--- src/rtl/cab_pkg.sv ---
package cab_pkg;
  typedef enum logic [1:0] {CAB_PLAIN, CAB_STRICT, CAB_RELAY} cab_mode_e;
  typedef enum logic [1:0] {SRC_NONE, SRC_RAM, SRC_BYPASS, SRC_INIT} cab_src_e;
endpackage

--- src/rtl/cab_ctrl.sv ---
module cab_ctrl #(
  parameter int DEPTH = 4,
  parameter cab_pkg::cab_mode_e MODE = cab_pkg::CAB_PLAIN,
  localparam int PW = (DEPTH > 1) ? $clog2(DEPTH) : 1,
  localparam int LW = $clog2(DEPTH + 1)
) (
  input  logic              clk,
  input  logic              rst,
  input  logic              wr_tick,
  input  logic              rd_tick,
  output logic              do_write,
  output logic [PW-1:0]     wr_ptr,
  output logic [PW-1:0]     rd_ptr,
  output cab_pkg::cab_src_e src,
  output logic [LW-1:0]     level,
  output logic              overflow,
  output logic              underflow
);
  import cab_pkg::*;

  localparam bit HOLD = (MODE != CAB_PLAIN);

  logic primed, init_emit, rd_req, empty, full, pop, bypass, miss, spill;

  generate
    if (MODE == CAB_RELAY) begin : g_relay
      always_ff @(posedge clk) begin
        if (rst)          primed <= 1'b0;
        else if (rd_tick) primed <= 1'b1;
      end
    end else begin : g_norelay
      assign primed = 1'b1;
    end
  endgenerate

  always_comb begin
    init_emit = rd_tick & ~primed;
    rd_req    = rd_tick & primed;
    empty     = (level == '0);
    full      = (level == LW'(DEPTH));
    pop       = rd_req & ~empty;
    bypass    = rd_req & empty & wr_tick & ~HOLD;
    miss      = rd_req & ~pop & ~bypass;
    do_write  = wr_tick & ~bypass & (~full | pop);
    spill     = wr_tick & ~bypass & full & ~pop;
    if (init_emit)   src = SRC_INIT;
    else if (pop)    src = SRC_RAM;
    else if (bypass) src = SRC_BYPASS;
    else             src = SRC_NONE;
  end

  function automatic logic [PW-1:0] step_ptr(input logic [PW-1:0] p);
    return (p == PW'(DEPTH - 1)) ? '0 : p + 1'b1;
  endfunction

  always_ff @(posedge clk) begin
    if (rst) begin
      wr_ptr    <= '0;
      rd_ptr    <= '0;
      level     <= '0;
      overflow  <= 1'b0;
      underflow <= 1'b0;
    end else begin
      if (do_write) wr_ptr <= step_ptr(wr_ptr);
      if (pop)      rd_ptr <= step_ptr(rd_ptr);
      level     <= level + LW'(do_write) - LW'(pop);
      overflow  <= overflow | spill;
      underflow <= underflow | miss;
    end
  end
endmodule

--- src/rtl/cab_ram.sv ---
module cab_ram #(
  parameter int WIDTH = 8,
  parameter int DEPTH = 4,
  localparam int PW = (DEPTH > 1) ? $clog2(DEPTH) : 1
) (
  input  logic             clk,
  input  logic             we,
  input  logic [PW-1:0]    waddr,
  input  logic [WIDTH-1:0] wdata,
  input  logic [PW-1:0]    raddr,
  output logic [WIDTH-1:0] q
);
  logic [WIDTH-1:0] mem [DEPTH];

  always_ff @(posedge clk) begin
    if (we) mem[waddr] <= wdata;
    q <= mem[raddr];
  end
endmodule

--- src/rtl/cab_out.sv ---
module cab_out #(
  parameter int WIDTH = 8,
  parameter logic [WIDTH-1:0] INIT_VALUE = WIDTH'(42)
) (
  input  logic              clk,
  input  logic              rst,
  input  cab_pkg::cab_src_e src_in,
  input  logic [WIDTH-1:0]  wdata,
  input  logic [WIDTH-1:0]  ram_q,
  output logic              rd_valid,
  output logic [WIDTH-1:0]  rd_data
);
  import cab_pkg::*;

  cab_src_e         src_q;
  logic [WIDTH-1:0] byp_q;

  always_ff @(posedge clk) begin
    if (rst) src_q <= SRC_NONE;
    else     src_q <= src_in;
    byp_q <= wdata;
  end

  always_comb begin
    rd_valid = (src_q != SRC_NONE);
    case (src_q)
      SRC_RAM:    rd_data = ram_q;
      SRC_BYPASS: rd_data = byp_q;
      SRC_INIT:   rd_data = INIT_VALUE;
      default:    rd_data = '0;
    endcase
  end
endmodule

--- src/rtl/clk_adapt_buf.sv ---
module clk_adapt_buf #(
  parameter int WIDTH = 8,
  parameter int DEPTH = 4,
  parameter cab_pkg::cab_mode_e MODE = cab_pkg::CAB_PLAIN,
  parameter logic [WIDTH-1:0] INIT_VALUE = WIDTH'(42),
  localparam int LVL_W = $clog2(DEPTH + 1),
  localparam int PTR_W = (DEPTH > 1) ? $clog2(DEPTH) : 1
) (
  input  logic             clk,
  input  logic             rst,
  input  logic             wr_tick,
  input  logic [WIDTH-1:0] wr_data,
  input  logic             rd_tick,
  output logic             rd_valid,
  output logic [WIDTH-1:0] rd_data,
  output logic [LVL_W-1:0] level,
  output logic             overflow,
  output logic             underflow
);
  logic              do_write;
  logic [PTR_W-1:0]  wr_ptr, rd_ptr;
  logic [WIDTH-1:0]  ram_q;
  cab_pkg::cab_src_e src;

  cab_ctrl #(.DEPTH(DEPTH), .MODE(MODE)) u_ctrl (
    .clk(clk), .rst(rst), .wr_tick(wr_tick), .rd_tick(rd_tick),
    .do_write(do_write), .wr_ptr(wr_ptr), .rd_ptr(rd_ptr), .src(src),
    .level(level), .overflow(overflow), .underflow(underflow)
  );

  cab_ram #(.WIDTH(WIDTH), .DEPTH(DEPTH)) u_ram (
    .clk(clk), .we(do_write), .waddr(wr_ptr), .wdata(wr_data),
    .raddr(rd_ptr), .q(ram_q)
  );

  cab_out #(.WIDTH(WIDTH), .INIT_VALUE(INIT_VALUE)) u_out (
    .clk(clk), .rst(rst), .src_in(src), .wdata(wr_data), .ram_q(ram_q),
    .rd_valid(rd_valid), .rd_data(rd_data)
  );
endmodule

--- config.mk ---
export PLATFORM = sky130hd
export DESIGN_NAME = clk_adapt_buf
export DESIGN_NICKNAME = d
export VERILOG_FILES = /design/src/rtl/cab_pkg.sv /design/src/rtl/cab_ctrl.sv /design/src/rtl/cab_ram.sv /design/src/rtl/cab_out.sv /design/src/rtl/clk_adapt_buf.sv
export SDC_FILE = /design/constraint.sdc
export NUM_CORES = 1
export LEC_CHECK = 0
export ABC_AREA = 1
export ABC_CLOCK_PERIOD_IN_PS = 2200
export CELL_PAD_IN_SITES_DETAIL_PLACEMENT = 2
export CELL_PAD_IN_SITES_GLOBAL_PLACEMENT = 2
export CORE_MARGIN = 2
export CORE_UTILIZATION = 38
export CTS_BUF_LIST = sky130_fd_sc_hd__clkbuf_4
export CTS_CLUSTER_DIAMETER = 60
export DETAILED_ROUTE_END_ITERATION = 16
export GPL_ROUTABILITY_DRIVEN = 0
export PLACE_DENSITY = 0.78
export RECOVER_POWER = 100
export SYNTH_ARGS = -nofsm -noshare
export SYNTH_HDL_FRONTEND = slang
export SYNTH_SLANG_ARGS = --single-unit
--- constraint.sdc ---
create_clock -name clk -period 2.2 [get_ports clk]
set_input_delay 0.33 -clock clk [delete_from_list [all_inputs] [get_ports clk]]
set_output_delay 0.33 -clock clk [all_outputs]
set_load 0.005 [all_outputs]
==> results by group <==
Run status
  – Outcome: finished clean

Synthesis
  – Yosys cell types: 26
  – Syn avg cell area: 11.4 µm²
  – Post-synthesis cell count: 194
  – Post-Syn Area: 2220 µm²
  – Commonest register cell after synthesis: edfxtp_1
  – Synth top area share: 0.434
  – Yosys warns: 0
  – Sequential area share after synthesis: 0.678
  – Yosys top cell by area: edfxtp_1
  – Yosys reg bits: 59
  – Number of synthesized flops with an enable pin: 32
  – Ys async rst share: 0
  – Syn Nets: 214
  – Largest cells by area after synthesis: edfxtp_1 (43%), dfxtp_1 (24%), nor2_1 (5.1%), ha_1 (4.0%), o21ai_0 (3.6%)

Power and ir drop
  – P_int: 0.00211 W
  – Leakage: 1.08 nW
  – PD cells: 1150 nW/µm²
  – Flop pwr share: 0.484
  – Sw Pwr: 0.00105 W
  – Clock power share: 0.237
  – Switching share of power: 0.331
  – Comb power frac: 0.279
  – Maximum vdd drop: 0.421 mV

Global route
  – Largest net degree at the start of global routing: 18
  – Initial antenna violation count: 0
  – Total track usage: 0.204
  – First-pass GRT wire length: 9320 µm
  – Vias in the first global route: 1,803
  – GRT overflow: 0

Final layout
  – Finished Cell Area: 2740 µm²
  – Fraction of layout cells with a size suffix above 1: 0.140
  – Area grow syn2layout: 23.5%
  – Most frequent cells in the layout: edfxtp_1 (32), nor2_1 (30), dfxtp_1 (23)
  – Filler cell count: 575
  – Most common cell after layout, fill and taps aside: edfxtp_1
  – Area occupied by multi-input gates: 613 µm²
  – Post-Layout Cell Count: 315
  – ANT cells: 0
  – Storage cell area: 1510 µm²
  – Post-layout nets: 258

CTS
  – Clock buffer count from CTS: 9
  – CTS root buffer: clkbuf_4
  – Clock Sinks: 59
  – Clock latency reported for the late side of the worst-skew pair: 0.39 ns
  – Maximum root-to-sink buffer count: 2
  – CTS tree: done
  – Post-CTS Setup Inserts: 0
  – H-tree depth: 3
  – Cts hold-fix bufs: 0
  – Reg clk slew, reported paths: 0.10 ns

Floorplanning
  – Core region area: 5570 µm²
  – Die Y: 80.4 µm
  – Initial Util: 0.398
  – Die area: 6460 µm²
  – Die Span X: 80.4 µm
  – I/O Pins: 26
  – Row count: 27

Setup path
  – CP Max Fanout: 3
  – Critical path class: input pin to flip-flop
  – CP endpoint kind: flip-flop
  – CP max-delay cell: clkdlybuf4s50_1
  – Worst path arrival time: 2.43 ns
  – Critical Path RT: 2.47 ns
  – Worst path cell trace: clkdlybuf4s50_1 -> nor2_2 -> nand2_2 -> nand3_4 -> ha_1 -> inv_1 -> ha_1 -> inv_1 -> fa_1 -> xnor2_2 -> o21ai_0 -> a21oi_1
  – Critical R2R Launch: u_ctrl.level[0]
  – Cells on worst reg2reg path: 12
  – Worst Setup Start Kind: input pin
  – Critical R2R Capture: u_ctrl.level[2]
  – R2R setup slack: 0.08 ns
  – CP peak stage delay: 0.54 ns

STA
  – Clk_skew: 0.0204 ns
  – Fin. max-slew vios: 0
  – Fin. Hold Viols: 0
  – Fin crit period: 2.16 ns
  – Tcrit/Tclk final: 0.980
  – Final setup viols: 0
  – Max_slew headroom: 0.553
  – Tightest Pin Transition: 0.671 ns
  – F_max: 464 MHz

Route
  – DR vias: 1,586
  – # DRC: 0
  – DRT iter0 DRCs: 97
  – DRT Wirelength: 6040 µm
  – Antenna viol nets, final: 0
  – Drt via density: 5.03
  – Wire per inst: 19.2 µm
  – First-pass DRT Iterations: 4

Worst hold path
  – Worst Hold Path EP: u_ctrl.overflow
  – Worst min path class: flip-flop to flip-flop
  – Hold Path Depth: 2
  – HP Start: u_ctrl.overflow

Placed design
  – Detailed Place HPWL: 3950 µm
  – Number of port buffers: 25
  – Placed cell area: 2620 µm²
  – Cells after DPL: 299

Flow run
  – Max Cap Violations: 0
## synth_stat cells, types with 2 or more instances
| library cell | number |
|---|---|
| buf_4 | 2 |
| inv_1 | 17 |
| edfxtp_1 | 32 |
| o21ai_1 | 4 |
| dfxtp_1 | 27 |
| ha_1 | 7 |
| nor2_1 | 30 |
| nor2_2 | 2 |
| o21ai_0 | 16 |
| a21oi_1 | 4 |
| nand4_1 | 2 |
| nand2_1 | 21 |
| nand3_1 | 10 |
| o22ai_1 | 8 |
## layout make-up
class / instances / share of cell area
Sequential cell: 59 / 0.550
Clock buffer: 10 / 0.0274
Multi-Input combinational cell: 111 / 0.224
Clock inverter: 6 / 0.0206
Timing Repair Buffer: 37 / 0.116
Inverter: 20 / 0.0288
Tap cell: 72 / 0.0329
## registers in the layout (all words and copies together) (netlist names)
name,flops
u_ram.q,8
u_ctrl.underflow,1
u_ctrl.overflow,1
u_ctrl.wr_ptr,2
u_ctrl.rd_ptr,2
u_ctrl.level,3
u_out.byp_q,8
u_out.src_q,2
u_ram.mem,32
## timing repair
action | 4_1_cts | 5_1_grt
endpoints found under the setup margin | 6 | 3
gates cloned | 0 | 0
pin swaps | 0 | 0
resized for setup | 1 | 5
## power groups by stage
stage,Sequential (W),Combinational [W],Clock (W)
after floorplan,0.00148,0.000524,0
after global placement,0.00152,0.000823,0
after detailed placement,0.00154,0.000903,0
after CTS,0.00152,0.000923,0.000772
after global routing,0.00155,0.000989,0.000833
final,0.00153,0.000879,0.000748
## worst max-delay path, delay by kind of cell
kind            cells  cell delay [ns]
fa+ha+maj           3             0.84
buf+inv             3             0.65
simple gates        3             0.24
compound gates      2             0.22
xor+xnor            1             0.16
## per-layer routing
layer	share of wire	wire, µm	GRT usage	vias up
met2	0.54	3260	0.360	30
met3	0.030	182	0.0539	9
met5	0	0	0	-
li1	-	-	-	753
met4	0.016	94	0.0780	0
met1	0.41	2500	0.235	794
## worst max path at each step
stage / startpoint / endpoint / slack [ns]
global route: u_ctrl.level[1] / u_ctrl.level[2] / -0.05
detailed placement: rd_tick / u_ctrl.level[2] / -0.30
global placement: rd_tick / u_ctrl.level[2] / -0.19
finish: rd_tick / u_ctrl.level[2] / 0.04
floorplan: u_ctrl.level[1] / u_ctrl.level[2] / 0.20
CTS: u_ctrl.level[1] / u_ctrl.level[2] / 0.04
## through the flow
stage | power (W) | hold slack [ns] | setup slack [ns] | utilization | setup TNS [ns]
floorplan | 0.00201 | 0.358 | 0.200 | - | 0
global placement | 0.00234 | 0.444 | -0.186 | 0.469 | -0.186
detailed placement | 0.00244 | 0.456 | -0.297 | 0.469 | -0.379
CTS | 0.00322 | 0.459 | 0.0418 | 0.493 | 0
global route | 0.00337 | 0.501 | -0.0517 | 0.491 | -0.0517
finish | 0.00315 | 0.464 | 0.0444 | 0.491 | 0
## logic make-up (layout without fill, tap and decap cells)
kind of cell,after synthesis,in the layout,share of synthesized area
DFF,59,59,0.678
xor gates and xnor gates,1,1,0.00395
AOI/OAI and AO/OA,33,33,0.0802
buffers and inverters,24,73,0.0491
adders and majority gates,8,8,0.0486
and+or+nand+nor,69,69,0.141
Power figures use the tool's default switching activity.
